<file path="src/rtl/ct_pkg.sv">
package ct_pkg;
  localparam int ADDR_W = 3;

  localparam logic [ADDR_W-1:0] ADR_RUN   = 3'd0;
  localparam logic [ADDR_W-1:0] ADR_MODE  = 3'd1;
  localparam logic [ADDR_W-1:0] ADR_MATCH = 3'd2;
  localparam logic [ADDR_W-1:0] ADR_COUNT = 3'd3;
  localparam logic [ADDR_W-1:0] ADR_CAP0  = 3'd4;
  localparam logic [ADDR_W-1:0] ADR_CAP1  = 3'd5;

  localparam int BIT_CLR   = 2;
  localparam int BIT_CAPLO = 3;
  localparam int BIT_SNAP  = 5;
  localparam int MODE_BITS = 6;

  typedef enum logic [1:0] {
    SRC_PIN  = 2'b00,
    SRC_DIV1 = 2'b01,
    SRC_DIV4 = 2'b10,
    SRC_DIV16 = 2'b11
  } tickSrc_e;

  typedef enum logic [1:0] {
    CAP_OFF    = 2'b00,
    CAP_TWOPIN = 2'b01,
    CAP_BOTHED = 2'b10,
    CAP_MATCH  = 2'b11
  } capMode_e;

  typedef struct packed {
    logic tick;
    logic ld0;
    logic ld1;
  } ctStrobe_t;
endpackage

</file>
<file path="src/rtl/ct_ctrl.sv">
module ct_ctrl
  import ct_pkg::*;
#(
  parameter int CNT_W       = 16,
  parameter int SYNC_STAGES = 2
) (
  input  logic              clk,
  input  logic              rstN,
  input  logic              busWr,
  input  logic [ADDR_W-1:0] busAddr,
  input  logic [CNT_W-1:0]  busWdata,
  input  logic [1:0]        pinIn,
  input  logic              tickDiv1,
  input  logic              tickDiv4,
  input  logic              tickDiv16,
  input  logic              matchOut,
  input  logic [CNT_W-1:0]  countVal,
  input  logic [CNT_W-1:0]  cap0Val,
  input  logic [CNT_W-1:0]  cap1Val,
  output logic [CNT_W-1:0]  matchVal,
  output logic              clearEn,
  output ctStrobe_t         stb,
  output logic [CNT_W-1:0]  rdData
);
  localparam int PAD_W = CNT_W - MODE_BITS;

  logic [1:0] pinSync;
  logic [1:0] pinPrev;
  logic       matchPrev;
  logic       runEn;
  tickSrc_e   clkSel;
  capMode_e   capMode;

  for (genvar p = 0; p < 2; p++) begin : gSync
    logic [SYNC_STAGES-1:0] chain;
    always_ff @(posedge clk or negedge rstN) begin
      if (!rstN) chain <= '0;
      else       chain <= {chain[SYNC_STAGES-2:0], pinIn[p]};
    end
    assign pinSync[p] = chain[SYNC_STAGES-1];
  end

  always_ff @(posedge clk or negedge rstN) begin
    if (!rstN) begin
      pinPrev   <= '0;
      matchPrev <= 1'b0;
    end else begin
      pinPrev   <= pinSync;
      matchPrev <= matchOut;
    end
  end

  logic rise0, fall0, rise1, mRise, mFall;
  assign rise0 = pinSync[0] & ~pinPrev[0];
  assign fall0 = ~pinSync[0] & pinPrev[0];
  assign rise1 = pinSync[1] & ~pinPrev[1];
  assign mRise = matchOut & ~matchPrev;
  assign mFall = ~matchOut & matchPrev;

  logic modeWr, snapReq;
  assign modeWr  = busWr && (busAddr == ADR_MODE);
  assign snapReq = modeWr && !busWdata[BIT_SNAP];

  always_ff @(posedge clk or negedge rstN) begin
    if (!rstN) begin
      runEn    <= 1'b0;
      clkSel   <= SRC_PIN;
      clearEn  <= 1'b0;
      capMode  <= CAP_OFF;
      matchVal <= '0;
    end else if (busWr) begin
      if (busAddr == ADR_RUN) runEn <= busWdata[0];
      if (modeWr) begin
        clkSel  <= tickSrc_e'(busWdata[1:0]);
        clearEn <= busWdata[BIT_CLR];
        capMode <= capMode_e'(busWdata[BIT_CAPLO+1:BIT_CAPLO]);
      end
      if (busAddr == ADR_MATCH) matchVal <= busWdata;
    end
  end

  logic srcTick, hw0, hw1;
  always_comb begin
    unique case (clkSel)
      SRC_PIN:  srcTick = rise0;
      SRC_DIV1: srcTick = tickDiv1;
      SRC_DIV4: srcTick = tickDiv4;
      default:  srcTick = tickDiv16;
    endcase
    unique case (capMode)
      CAP_TWOPIN: begin hw0 = rise0; hw1 = rise1; end
      CAP_BOTHED: begin hw0 = rise0; hw1 = fall0; end
      CAP_MATCH:  begin hw0 = mRise; hw1 = mFall; end
      default:    begin hw0 = 1'b0;  hw1 = 1'b0;  end
    endcase
    stb.tick = runEn & srcTick;
    stb.ld0  = hw0 | snapReq;
    stb.ld1  = hw1;
  end

  always_comb begin
    unique case (busAddr)
      ADR_RUN:   rdData = {{(CNT_W-1){1'b0}}, runEn};
      ADR_MODE:  rdData = {{PAD_W{1'b0}}, 1'b1, capMode, clearEn, clkSel};
      ADR_MATCH: rdData = matchVal;
      ADR_COUNT: rdData = countVal;
      ADR_CAP0:  rdData = cap0Val;
      ADR_CAP1:  rdData = cap1Val;
      default:   rdData = '0;
    endcase
  end
endmodule

</file>
<file path="src/rtl/ct_datapath.sv">
module ct_datapath
  import ct_pkg::*;
#(
  parameter int CNT_W = 16
) (
  input  logic             clk,
  input  logic             rstN,
  input  ctStrobe_t        stb,
  input  logic [CNT_W-1:0] matchVal,
  input  logic             clearEn,
  output logic [CNT_W-1:0] countVal,
  output logic [CNT_W-1:0] cap0Val,
  output logic [CNT_W-1:0] cap1Val,
  output logic             matchOut
);
  localparam logic [CNT_W-1:0] ONE = {{(CNT_W-1){1'b0}}, 1'b1};

  logic atMatch;
  assign atMatch = (countVal == matchVal);

  always_ff @(posedge clk or negedge rstN) begin
    if (!rstN) begin
      countVal <= '0;
      matchOut <= 1'b0;
    end else if (stb.tick) begin
      countVal <= (clearEn && atMatch) ? '0 : countVal + ONE;
      if (atMatch) matchOut <= ~matchOut;
    end
  end

  always_ff @(posedge clk or negedge rstN) begin
    if (!rstN) begin
      cap0Val <= '0;
      cap1Val <= '0;
    end else begin
      if (stb.ld0) cap0Val <= countVal;
      if (stb.ld1) cap1Val <= countVal;
    end
  end
endmodule

</file>
<file path="src/rtl/capture_timer.sv">
module capture_timer
  import ct_pkg::*;
#(
  parameter int CNT_W       = 16,
  parameter int SYNC_STAGES = 2
) (
  input  logic              clk,
  input  logic              rstN,
  input  logic              busWr,
  input  logic [ADDR_W-1:0] busAddr,
  input  logic [CNT_W-1:0]  busWdata,
  output logic [CNT_W-1:0]  rdData,
  input  logic [1:0]        pinIn,
  input  logic              tickDiv1,
  input  logic              tickDiv4,
  input  logic              tickDiv16,
  output logic              matchOut
);
  ctStrobe_t        stb;
  logic [CNT_W-1:0] countVal, cap0Val, cap1Val, matchVal;
  logic             clearEn;

  ct_ctrl #(.CNT_W(CNT_W), .SYNC_STAGES(SYNC_STAGES)) uCtrl (
    .clk(clk), .rstN(rstN), .busWr(busWr), .busAddr(busAddr),
    .busWdata(busWdata), .pinIn(pinIn), .tickDiv1(tickDiv1),
    .tickDiv4(tickDiv4), .tickDiv16(tickDiv16), .matchOut(matchOut),
    .countVal(countVal), .cap0Val(cap0Val), .cap1Val(cap1Val),
    .matchVal(matchVal), .clearEn(clearEn), .stb(stb), .rdData(rdData)
  );

  ct_datapath #(.CNT_W(CNT_W)) uDp (
    .clk(clk), .rstN(rstN), .stb(stb), .matchVal(matchVal),
    .clearEn(clearEn), .countVal(countVal), .cap0Val(cap0Val),
    .cap1Val(cap1Val), .matchOut(matchOut)
  );
endmodule

</file>
<file path="config.mk">
export PLATFORM = sky130hd
export DESIGN_NAME = capture_timer
export DESIGN_NICKNAME = d
export VERILOG_FILES = /design/src/rtl/ct_pkg.sv /design/src/rtl/ct_ctrl.sv /design/src/rtl/ct_datapath.sv /design/src/rtl/capture_timer.sv
export SDC_FILE = /design/constraint.sdc
export NUM_CORES = 1
export LEC_CHECK = 0
export BUFFER_PORTS_ARGS = -buffer_cell sky130_fd_sc_hd__buf_2
export CAP_MARGIN = 20
export CORE_MARGIN = 2
export CORE_UTILIZATION = 23
export CTS_BUF_LIST = sky130_fd_sc_hd__clkbuf_4 sky130_fd_sc_hd__clkbuf_8
export CTS_CLUSTER_DIAMETER = 50
export DETAILED_ROUTE_END_ITERATION = 10
export GPL_TIMING_DRIVEN = 0
export PLACE_DENSITY = 0.46
export SKIP_CTS_REPAIR_TIMING = 1
export SYNTH_ARGS = -nofsm -noshare
export SYNTH_HDL_FRONTEND = slang
export SYNTH_SLANG_ARGS = --single-unit
</file>
<file path="constraint.sdc">
create_clock -name clk -period 4.12 [get_ports clk]
set_clock_uncertainty 0.2 [all_clocks]
set_input_delay 0.824 -clock clk [delete_from_list [all_inputs] [get_ports clk]]
set_output_delay 0.824 -clock clk [all_outputs]
set_load 0.05 [all_outputs]
</file>
==> summary.md, run 1 <==
| Metric | Value |
|---|---|
| Post-synthesis net count | 389 |
| Number of H-tree levels | 3 |
| Post-synthesis instance total | 357 |
| Layout cell share with drive strength beyond 1 | 33.4% |
| Compound-Gate Fraction of Synth Area | 9.87% |
| Slew headroom | 44.0% |
| Number of global-route vias before repair | 2945 |
| Mean instance size in the synthesized netlist | 11.4 um^2 |
| Dominant combinational cell family by area after synthesis | multiplexers |
| Ordered cell list for the critical path | buf_2 -> clkbuf_1 -> nand2b_1 -> clkbuf_1 -> o22ai_1 -> buf_2 |
| Highest ir drop seen on vdd | 0.000164 V |
| Initial detailed-routing violation count | 159 |
| Setup repair after global routing missed its margin | no |
| Residual antenna-violating net count after detailed routing | 0 |
| Starting density of the core | 23.5% |
| Initial antenna violation count | 0 |
| Power per cell area | 439 nW/um^2 |
| Worst min path class | in2async |
| Mux cell area share after synthesis | 20.9% |
| Minimum setup slack after placement | 0.538 ns |
| Longest Clk Path Bufs | 2 |
| Endpoint class of the critical path | primary output |
| Smallest setup slack after layout | 0.526 ns |
| Largest net degree at the start of global routing | 65 |
| Final routed DRC violation total | 0 |
| Area of all placed cells without fillers | 4800 um^2 |
| Final hold violation count | 0 |
| Post-route fraction of the period consumed by the critical path | 87.2% |
| Library cell contributing the largest single delay on the critical path | sky130_fd_sc_hd__clkbuf_1 |
| Total overflow reported by the global router | 0 |
| LEAKAGE | 2.15 nW |
| Multi-input gate area | 1900 um^2 |
| Number of buffer and inverter instances along the worst setup path | 4 |
| Setup Total Neg Slack | 0 ns |
| Number of max-cap violations | 0 |
| Die Ht | 137 um |
| Largest fanout on the critical path | 10 |
| CP Data Arrival Time | 2.57 ns |
| Via/cell ratio | 4.56 |
| Number of detailed-route iterations in the first pass | 4 |
| Sequential cell area fraction in the yosys report | 48.1% |
| Placed cell areas | 4580 um^2 |
| Footprint of the flip-flops and latches | 1950 um^2 |
| Final critical path time including I/O delays and setup | 3.59 ns |
| Critical path startpoint category | input pin |
| Overall die area | 18700 um^2 |
| CTS clock-pin slew for the worst setup and hold paths | 0.08 ns |
| CTS root buffer | sky130_fd_sc_hd__clkbuf_8 |
| Worst-Margin Slew | 0.836 ns |
| Final Max Tran Viols | 0 |
| Clock tree from TritonCTS | yes |
| Number of fill cells in the layout | 1862 |
| Cell Area, Synth | 4060 um^2 |
| Core Region | 17300 um^2 |
| Area fraction in and, or, nand and nor cells after synthesis | 10.5% |
| GRT Overall Usage | 11.9% |
| Post-synthesis share of cell area spent on full adders, half adders and majority gates | 1.54% |
| Global-route wire length before repair | 16600 um |
| Nets | 443 |
| Required time of the critical path | 3.10 ns |
| Post-synthesis xor/xnor area fraction | 4.10% |
| Crit-path max cell delay | 0.53 ns |
| Insertion delay to the later sink of the worst-skew pair | 0.35 ns |
| Most used cells in the layout excluding fill and tap cells | sky130_fd_sc_hd__dfrtp_1 (78), sky130_fd_sc_hd__buf_2 (58), sky130_fd_sc_hd__mux2_2 (45), sky130_fd_sc_hd__mux2i_1 (25), sky130_fd_sc_hd__nand2_1 (20) |
| Routed wirelength normalized by instance count | 16.2 um |
| # diodes | 0 |
| Number of buffer cells added on primary ports | 42 |
| Seq cells post-synth | 78 |
| Total routed wirelength | 10400 um |
| Via Count | 2920 |
| Outcome | complete, no violations |
| CTS buffer count | 9 |
| Width of the die | 137 um |
| Count of yosys warnings during synthesis | 0 |
| Number of unique standard cell types used by synthesis | 48 |
| Maximum achievable frequency | 278 MHz |
| GP Congestion | 0.798 |
| Floorplan row count | 48 |
| Number of clock sinks seen by CTS | 78 |
| Critical path type | in2out |
| Family with the most delay on the worst path | buffers and inverters |
| I/O pin count | 44 |
| Placed wire-length estimate after detailed placement | 7510 um |
| Most common library cell in the layout ignoring fill and taps | sky130_fd_sc_hd__dfrtp_1 |
| Layout area overhead | 18.4% |
| Final setup violation count | 0 |
[worst paths after layout]
| kind | startpoint | slack [ns] | depth (start not counted) | end |
|---|---|---|---|---|
| max | busAddr[1] | 0.53 | 6 | rdData[9] |
| min | rstN | 0.13 | 1 | uDp.cap0Val[6]$_DFFE_PN0P_ |
| max reg2reg | uCtrl.capMode[0]$_DFFE_PN0P_ | 1.51 | 8 | uDp.cap1Val[8]$_DFFE_PN0P_ |
| min reg2reg | uCtrl.gSync[0].chain[0]$_DFF_PN0_ | 0.15 | 0 | uCtrl.gSync[0].chain[1]$_DFF_PN0_ |
| max in group asynchronous | rstN | 3.00 | 2 | uCtrl.matchVal[14]$_DFFE_PN0P_ |
| min in group clk | uCtrl.gSync[0].chain[0]$_DFF_PN0_ | 0.15 | 0 | uCtrl.gSync[0].chain[1]$_DFF_PN0_ |
[worst register-to-register path: cells and delay by family (launching register included)]
family                   cells  cell delay (ns)
multiplexers                 1             0.36
flip-flops                   1             0.43
AND/OR/NAND/NOR              2             0.68
adder cells (fa/ha/maj)      1             0.15
AO/OA/AOI/OAI                2             0.21
buffers and inverters        2             0.46
[per-layer routing]
layer / vias up / track usage (%) / share of wire, %
met5: - / 0 / 0
met4: 0 / 4.30 / 1.1
met3: 7 / 1.78 / 2.2
met2: 49 / 19.6 / 50
met1: 1474 / 15.7 / 47
li1: 1390 / - / -
[flip-flops by register name, indices dropped and copies added, names as in the netlist]
| register | flops |
|---|---|
| uCtrl.matchPrev | 1 |
| uCtrl.matchVal | 16 |
| uDp.matchOut | 1 |
| uCtrl.pinPrev | 2 |
| uCtrl.clkSel | 2 |
| uCtrl.clearEn | 1 |
| uDp.countVal | 16 |
| uCtrl.runEn | 1 |
| uCtrl.gSync.chain | 4 |
| uCtrl.capMode | 2 |
| uDp.cap1Val | 16 |
| uDp.cap0Val | 16 |
[where the power goes]
part           internal (W)  leakage, nW  switching (W)
registers          0.000871         1.01      0.0000924
logic              0.000217         1.03       0.000285
clock network      0.000370        0.117       0.000275
[cell type report]
class	instances	area share, %
tap	225	5.86
clock buffer	12	3.18
clock inverter	4	1.46
sequential	78	40.7
inverter	10	0.782
multi-input combinational	240	39.6
timing repair buffer	43	5.00
buffer	29	3.41
[stage by stage]
| stage | power [W] | hold slack, ns | cells | utilization, % |
|---|---|---|---|---|
| floorplan | 0.00132 | 0.131 | 357 | - |
| global placement | 0.00147 | 0.136 | 624 | 26.3 |
| detailed placement | 0.00149 | 0.136 | 625 | 26.5 |
| CTS | 0.00214 | 0.111 | 641 | 27.8 |
| global route | 0.00223 | 0.109 | 641 | 27.8 |
| finish | 0.00211 | 0.126 | 641 | 27.8 |
[Yosys cell counts (all sizes together)]
master | instances | share of area (%)
xnor2 | 18 | 3.9
a31oi | 1 | 0.15
a21oi | 20 | 2.7
a41oi | 2 | 0.43
o21a | 1 | 0.19
nand2b | 1 | 0.15
o2bb2ai | 2 | 0.43
o221ai | 1 | 0.22
inv | 10 | 0.93
nor4bb | 2 | 0.49
o31a | 1 | 0.22
o221a | 1 | 0.28
ha | 5 | 1.5
nand3b | 2 | 0.37
nor4 | 3 | 0.93
buf | 23 | 3.5
nor3b | 1 | 0.19
or4 | 1 | 0.28
nor3 | 8 | 1.1
nand4 | 8 | 1.4
o22ai | 12 | 1.9
nor2 | 19 | 1.8
mux2 | 51 | 14
nand2 | 20 | 1.9
mux2i | 25 | 6.2
mux4 | 1 | 0.56
nand3 | 4 | 0.49
and2 | 2 | 0.31
o21ai | 14 | 1.7
nor4b | 1 | 0.22
a2111oi | 1 | 0.37
and3 | 2 | 0.34
xor2 | 1 | 0.22
nor2b | 1 | 0.15
dfrtp | 78 | 48
a21o | 1 | 0.19
and4 | 2 | 0.43
clkbuf | 6 | 0.56
a221oi | 5 | 1.1
[cell families (layout without fill, tap and decap cells)]
kind of cell	after synthesis	after routing
simple gates	77	77
fa+ha+maj	5	5
buf+inv	39	98
xor+xnor	19	19
mux	77	77
flops	78	78
compound gates	62	62
(Power assumes the default switching activity.)
==> inputs of run 2 (changes only) <==
--- a/config.mk
+++ b/config.mk
@@ -5,6 +5,7 @@
 export SDC_FILE = /design/constraint.sdc
 export NUM_CORES = 1
 export LEC_CHECK = 0
+export ABC_AREA = 1
 export BUFFER_PORTS_ARGS = -buffer_cell sky130_fd_sc_hd__buf_2
 export CAP_MARGIN = 20
 export CORE_MARGIN = 2
==> summary.md, run 2 <==
| Metric | Value |
|---|---|
| Outcome | complete, no violations |
| Area fraction of the dominant cell type after synthesis | 46.9% |
| Total overflow reported by the global router | 0 |
| Post-route insts no fill | 833 |
| Placed wire-length estimate after detailed placement | 9100 um |
| Routed wirelength normalized by instance count | 14.1 um |
| Endpoint class of the critical path | primary output |
| Placed cell areas | 4690 um^2 |
| Final hold violation count | 0 |
| WP depth | 8 |
| Global-route wire length before repair | 19600 um |
| Setup Total Neg Slack | 0 ns |
| CTS buffer count | 9 |
| Final setup violation count | 0 |
| Count of yosys warnings during synthesis | 0 |
| GRT Overall Usage | 12.9% |
| Number of H-tree levels | 3 |
| Most used cell along the critical path | sky130_fd_sc_hd__buf_2 |
| Area of all placed cells without fillers | 4910 um^2 |
| Nets | 631 |
| Width of the die | 138 um |
| Number of detailed-route iterations in the first pass | 4 |
| Setup repair after global routing missed its margin | no |
| Slack of the worst reg-to-reg path | 2.09 ns |
| Placed Cells | 817 |
| Crit-path max cell delay | 0.37 ns |
| Most repeated cell in the gate-level netlist after synthesis | sky130_fd_sc_hd__nand2_1 |
| Critical path type | in2out |
| Die Ht | 138 um |
| Clock tree from TritonCTS | yes |
| Number of fill cells in the layout | 1925 |
| Main flop type after synthesis | sky130_fd_sc_hd__dfrtp_1 |
| Family with the most delay on the worst path | buffers and inverters |
| I/O pin count | 44 |
| Destination of the critical timing path | rdData[6] |
| Layout area overhead | 18.1% |
| Number of buffer cells added on primary ports | 43 |
| Cell Area, Synth | 4160 um^2 |
| Initial detailed-routing violation count | 194 |
| Most used cells in the layout excluding fill and tap cells | sky130_fd_sc_hd__nand2_1 (166), sky130_fd_sc_hd__dfrtp_1 (78), sky130_fd_sc_hd__inv_1 (72), sky130_fd_sc_hd__buf_2 (50), sky130_fd_sc_hd__nor2_1 (39) |
| Core Region | 17800 um^2 |
| Number of buffer and inverter instances along the worst setup path | 4 |
| Required time of the critical path | 3.10 ns |
| Initial antenna violation count | 0 |
| Multi-input gate area | 1760 um^2 |
| Most area-hungry cell type in the Yosys netlist | sky130_fd_sc_hd__dfrtp_1 |
| GP Congestion | 0.801 |
| Maximum achievable frequency | 294 MHz |
| Worst Reg-to-Reg Cells | 7 |
| Longest Clk Path Bufs | 2 |
| Ordered cell list for the critical path | buf_2 -> nor2_1 -> nand2_1 -> inv_2 -> clkbuf_1 -> a22oi_1 -> o221ai_1 -> buf_2 |
| Number of clock sinks seen by CTS | 78 |
| Overall die area | 19200 um^2 |
| Starting density of the core | 23.3% |
| CTS root buffer | sky130_fd_sc_hd__clkbuf_8 |
| Final Max Tran Viols | 0 |
| Floorplan row count | 49 |
| Total routed wirelength | 11800 um |
| CP Data Arrival Time | 2.38 ns |
| Sequential cell area fraction in the yosys report | 46.9% |
| Final critical path time including I/O delays and setup | 3.40 ns |
| Footprint of the flip-flops and latches | 1950 um^2 |
| CTS clock-pin slew for the worst setup and hold paths | 0.08 ns |
| Largest fanout on the critical path | 10 |
| Number of global-route vias before repair | 3681 |
| Most common library cell in the layout ignoring fill and taps | sky130_fd_sc_hd__nand2_1 |
| Highest ir drop seen on vdd | 0.000182 V |
| Worst min path class | in2async |
| Largest cells by area after synthesis | sky130_fd_sc_hd__dfrtp_1 (47%), sky130_fd_sc_hd__nand2_1 (15%), sky130_fd_sc_hd__inv_1 (6.5%), sky130_fd_sc_hd__o21ai_0 (3.6%), sky130_fd_sc_hd__nor2_1 (3.5%) |
| Via/cell ratio | 4.33 |
| Slew headroom | 61.0% |
| Largest net degree at the start of global routing | 65 |
| LEAKAGE | 2.52 nW |
| Worst-Margin Slew | 0.585 ns |
| Post-synthesis async set-or-reset flop share | 100% |
| Start point of the critical path | busAddr[2] |
| Post-route fraction of the period consumed by the critical path | 82.5% |
| Via Count | 3605 |
| FF-to-FF End | uDp.cap1Val[0]$_DFFE_PN0P_ |
| Post-synthesis net count | 576 |
| Layout cell share with drive strength beyond 1 | 18.7% |
| Seq cells post-synth | 78 |
| Number of unique standard cell types used by synthesis | 30 |
| Reg-to-reg critical path startpoint | uCtrl.capMode[0]$_DFFE_PN0P_ |
| Mean instance size in the synthesized netlist | 7.65 um^2 |
| Post-synthesis instance total | 544 |
| Final routed DRC violation total | 0 |
| Critical path startpoint category | input pin |
| Residual antenna-violating net count after detailed routing | 0 |
| Insertion delay to the later sink of the worst-skew pair | 0.36 ns |
| Power per cell area | 587 nW/um^2 |
| Synth cell count leaders | sky130_fd_sc_hd__nand2_1 (166), sky130_fd_sc_hd__dfrtp_1 (78), sky130_fd_sc_hd__inv_1 (72), sky130_fd_sc_hd__nor2_1 (39), sky130_fd_sc_hd__o21ai_0 (30) |
| # diodes | 0 |
| Number of max-cap violations | 0 |
| EDFF count, synth | 0 |
| Library cell contributing the largest single delay on the critical path | sky130_fd_sc_hd__clkbuf_1 |
[run 2: logic make-up (layout without fill, tap and decap cells)]
logic type	Yosys count	after routing	share of synthesized area (%)
XOR/XNOR	1	1	0.211
multiplexers	1	1	0.271
buffers and inverters	109	169	10.7
AO/OA/AOI/OAI	95	95	13.9
AND/OR/NAND/NOR	255	255	26.5
flip-flops	78	78	46.9
adder cells (fa/ha/maj)	5	5	1.50
[run 2: layout make-up]
cell class                 count  area share, %
timing repair buffer          44           4.99
clock inverter                 6           1.73
sequential                    78           39.7
clock buffer                  10           2.80
buffer                        20           2.29
tap                          229           5.83
inverter                      89           6.80
multi-input combinational    357           35.8
[run 2: worst min path at each step]
stage	cells after the start	end	slack, ns	startpoint
after floorplan	0	uCtrl.gSync[0].chain[1]$_DFF_PN0_	0.13	uCtrl.gSync[0].chain[0]$_DFF_PN0_
after global placement	0	uCtrl.gSync[0].chain[1]$_DFF_PN0_	0.13	uCtrl.gSync[0].chain[0]$_DFF_PN0_
after detailed placement	0	uCtrl.gSync[1].chain[1]$_DFF_PN0_	0.14	uCtrl.gSync[1].chain[0]$_DFF_PN0_
after CTS	1	uCtrl.gSync[1].chain[0]$_DFF_PN0_	0.11	rstN
after global routing	1	uCtrl.gSync[0].chain[0]$_DFF_PN0_	0.10	rstN
final	1	uCtrl.gSync[1].chain[0]$_DFF_PN0_	0.11	rstN
[run 2: worst register-to-register path: stages (launching register included)]
cell and delay, ns:
sky130_fd_sc_hd__dfrtp_1 0.39, sky130_fd_sc_hd__inv_1 0.11, sky130_fd_sc_hd__ha_1 0.21, sky130_fd_sc_hd__nand2_1 0.05
sky130_fd_sc_hd__o221ai_1 0.11, sky130_fd_sc_hd__nand2_1 0.23, sky130_fd_sc_hd__clkbuf_1 0.44, sky130_fd_sc_hd__o21ai_0 0.16
[run 2: per-layer routing]
metal / global-route usage [%] / wire [um] / vias up
met3: 2.15 / 386 / 11
met4: 4.19 / 157 / 0
met2: 21.2 / 5670 / 66
met1: 17.3 / 5540 / 1691
li1: - / - / 1837
met5: 0 / 0 / -
[run 2: power breakdown]
group	switching (W)	internal (W)	leakage, nW
combinational	0.000689	0.000325	1.52
clock	0.000295	0.000355	0.108
sequential	0.000203	0.00102	0.893
[run 2: per-stage QoR]
stage	worst slack, ns	hold WS (ns)	power [W]	util (%)
6_report	0.720	0.112	0.00289	27.5
5_1_grt	0.580	0.103	0.00313	27.5
4_1_cts	0.715	0.105	0.00291	27.5
3_5_place_dp	0.715	0.140	0.00225	26.3
2_1_floorplan	0.925	0.131	0.00194	-
3_3_place_gp	0.717	0.133	0.00224	26.1
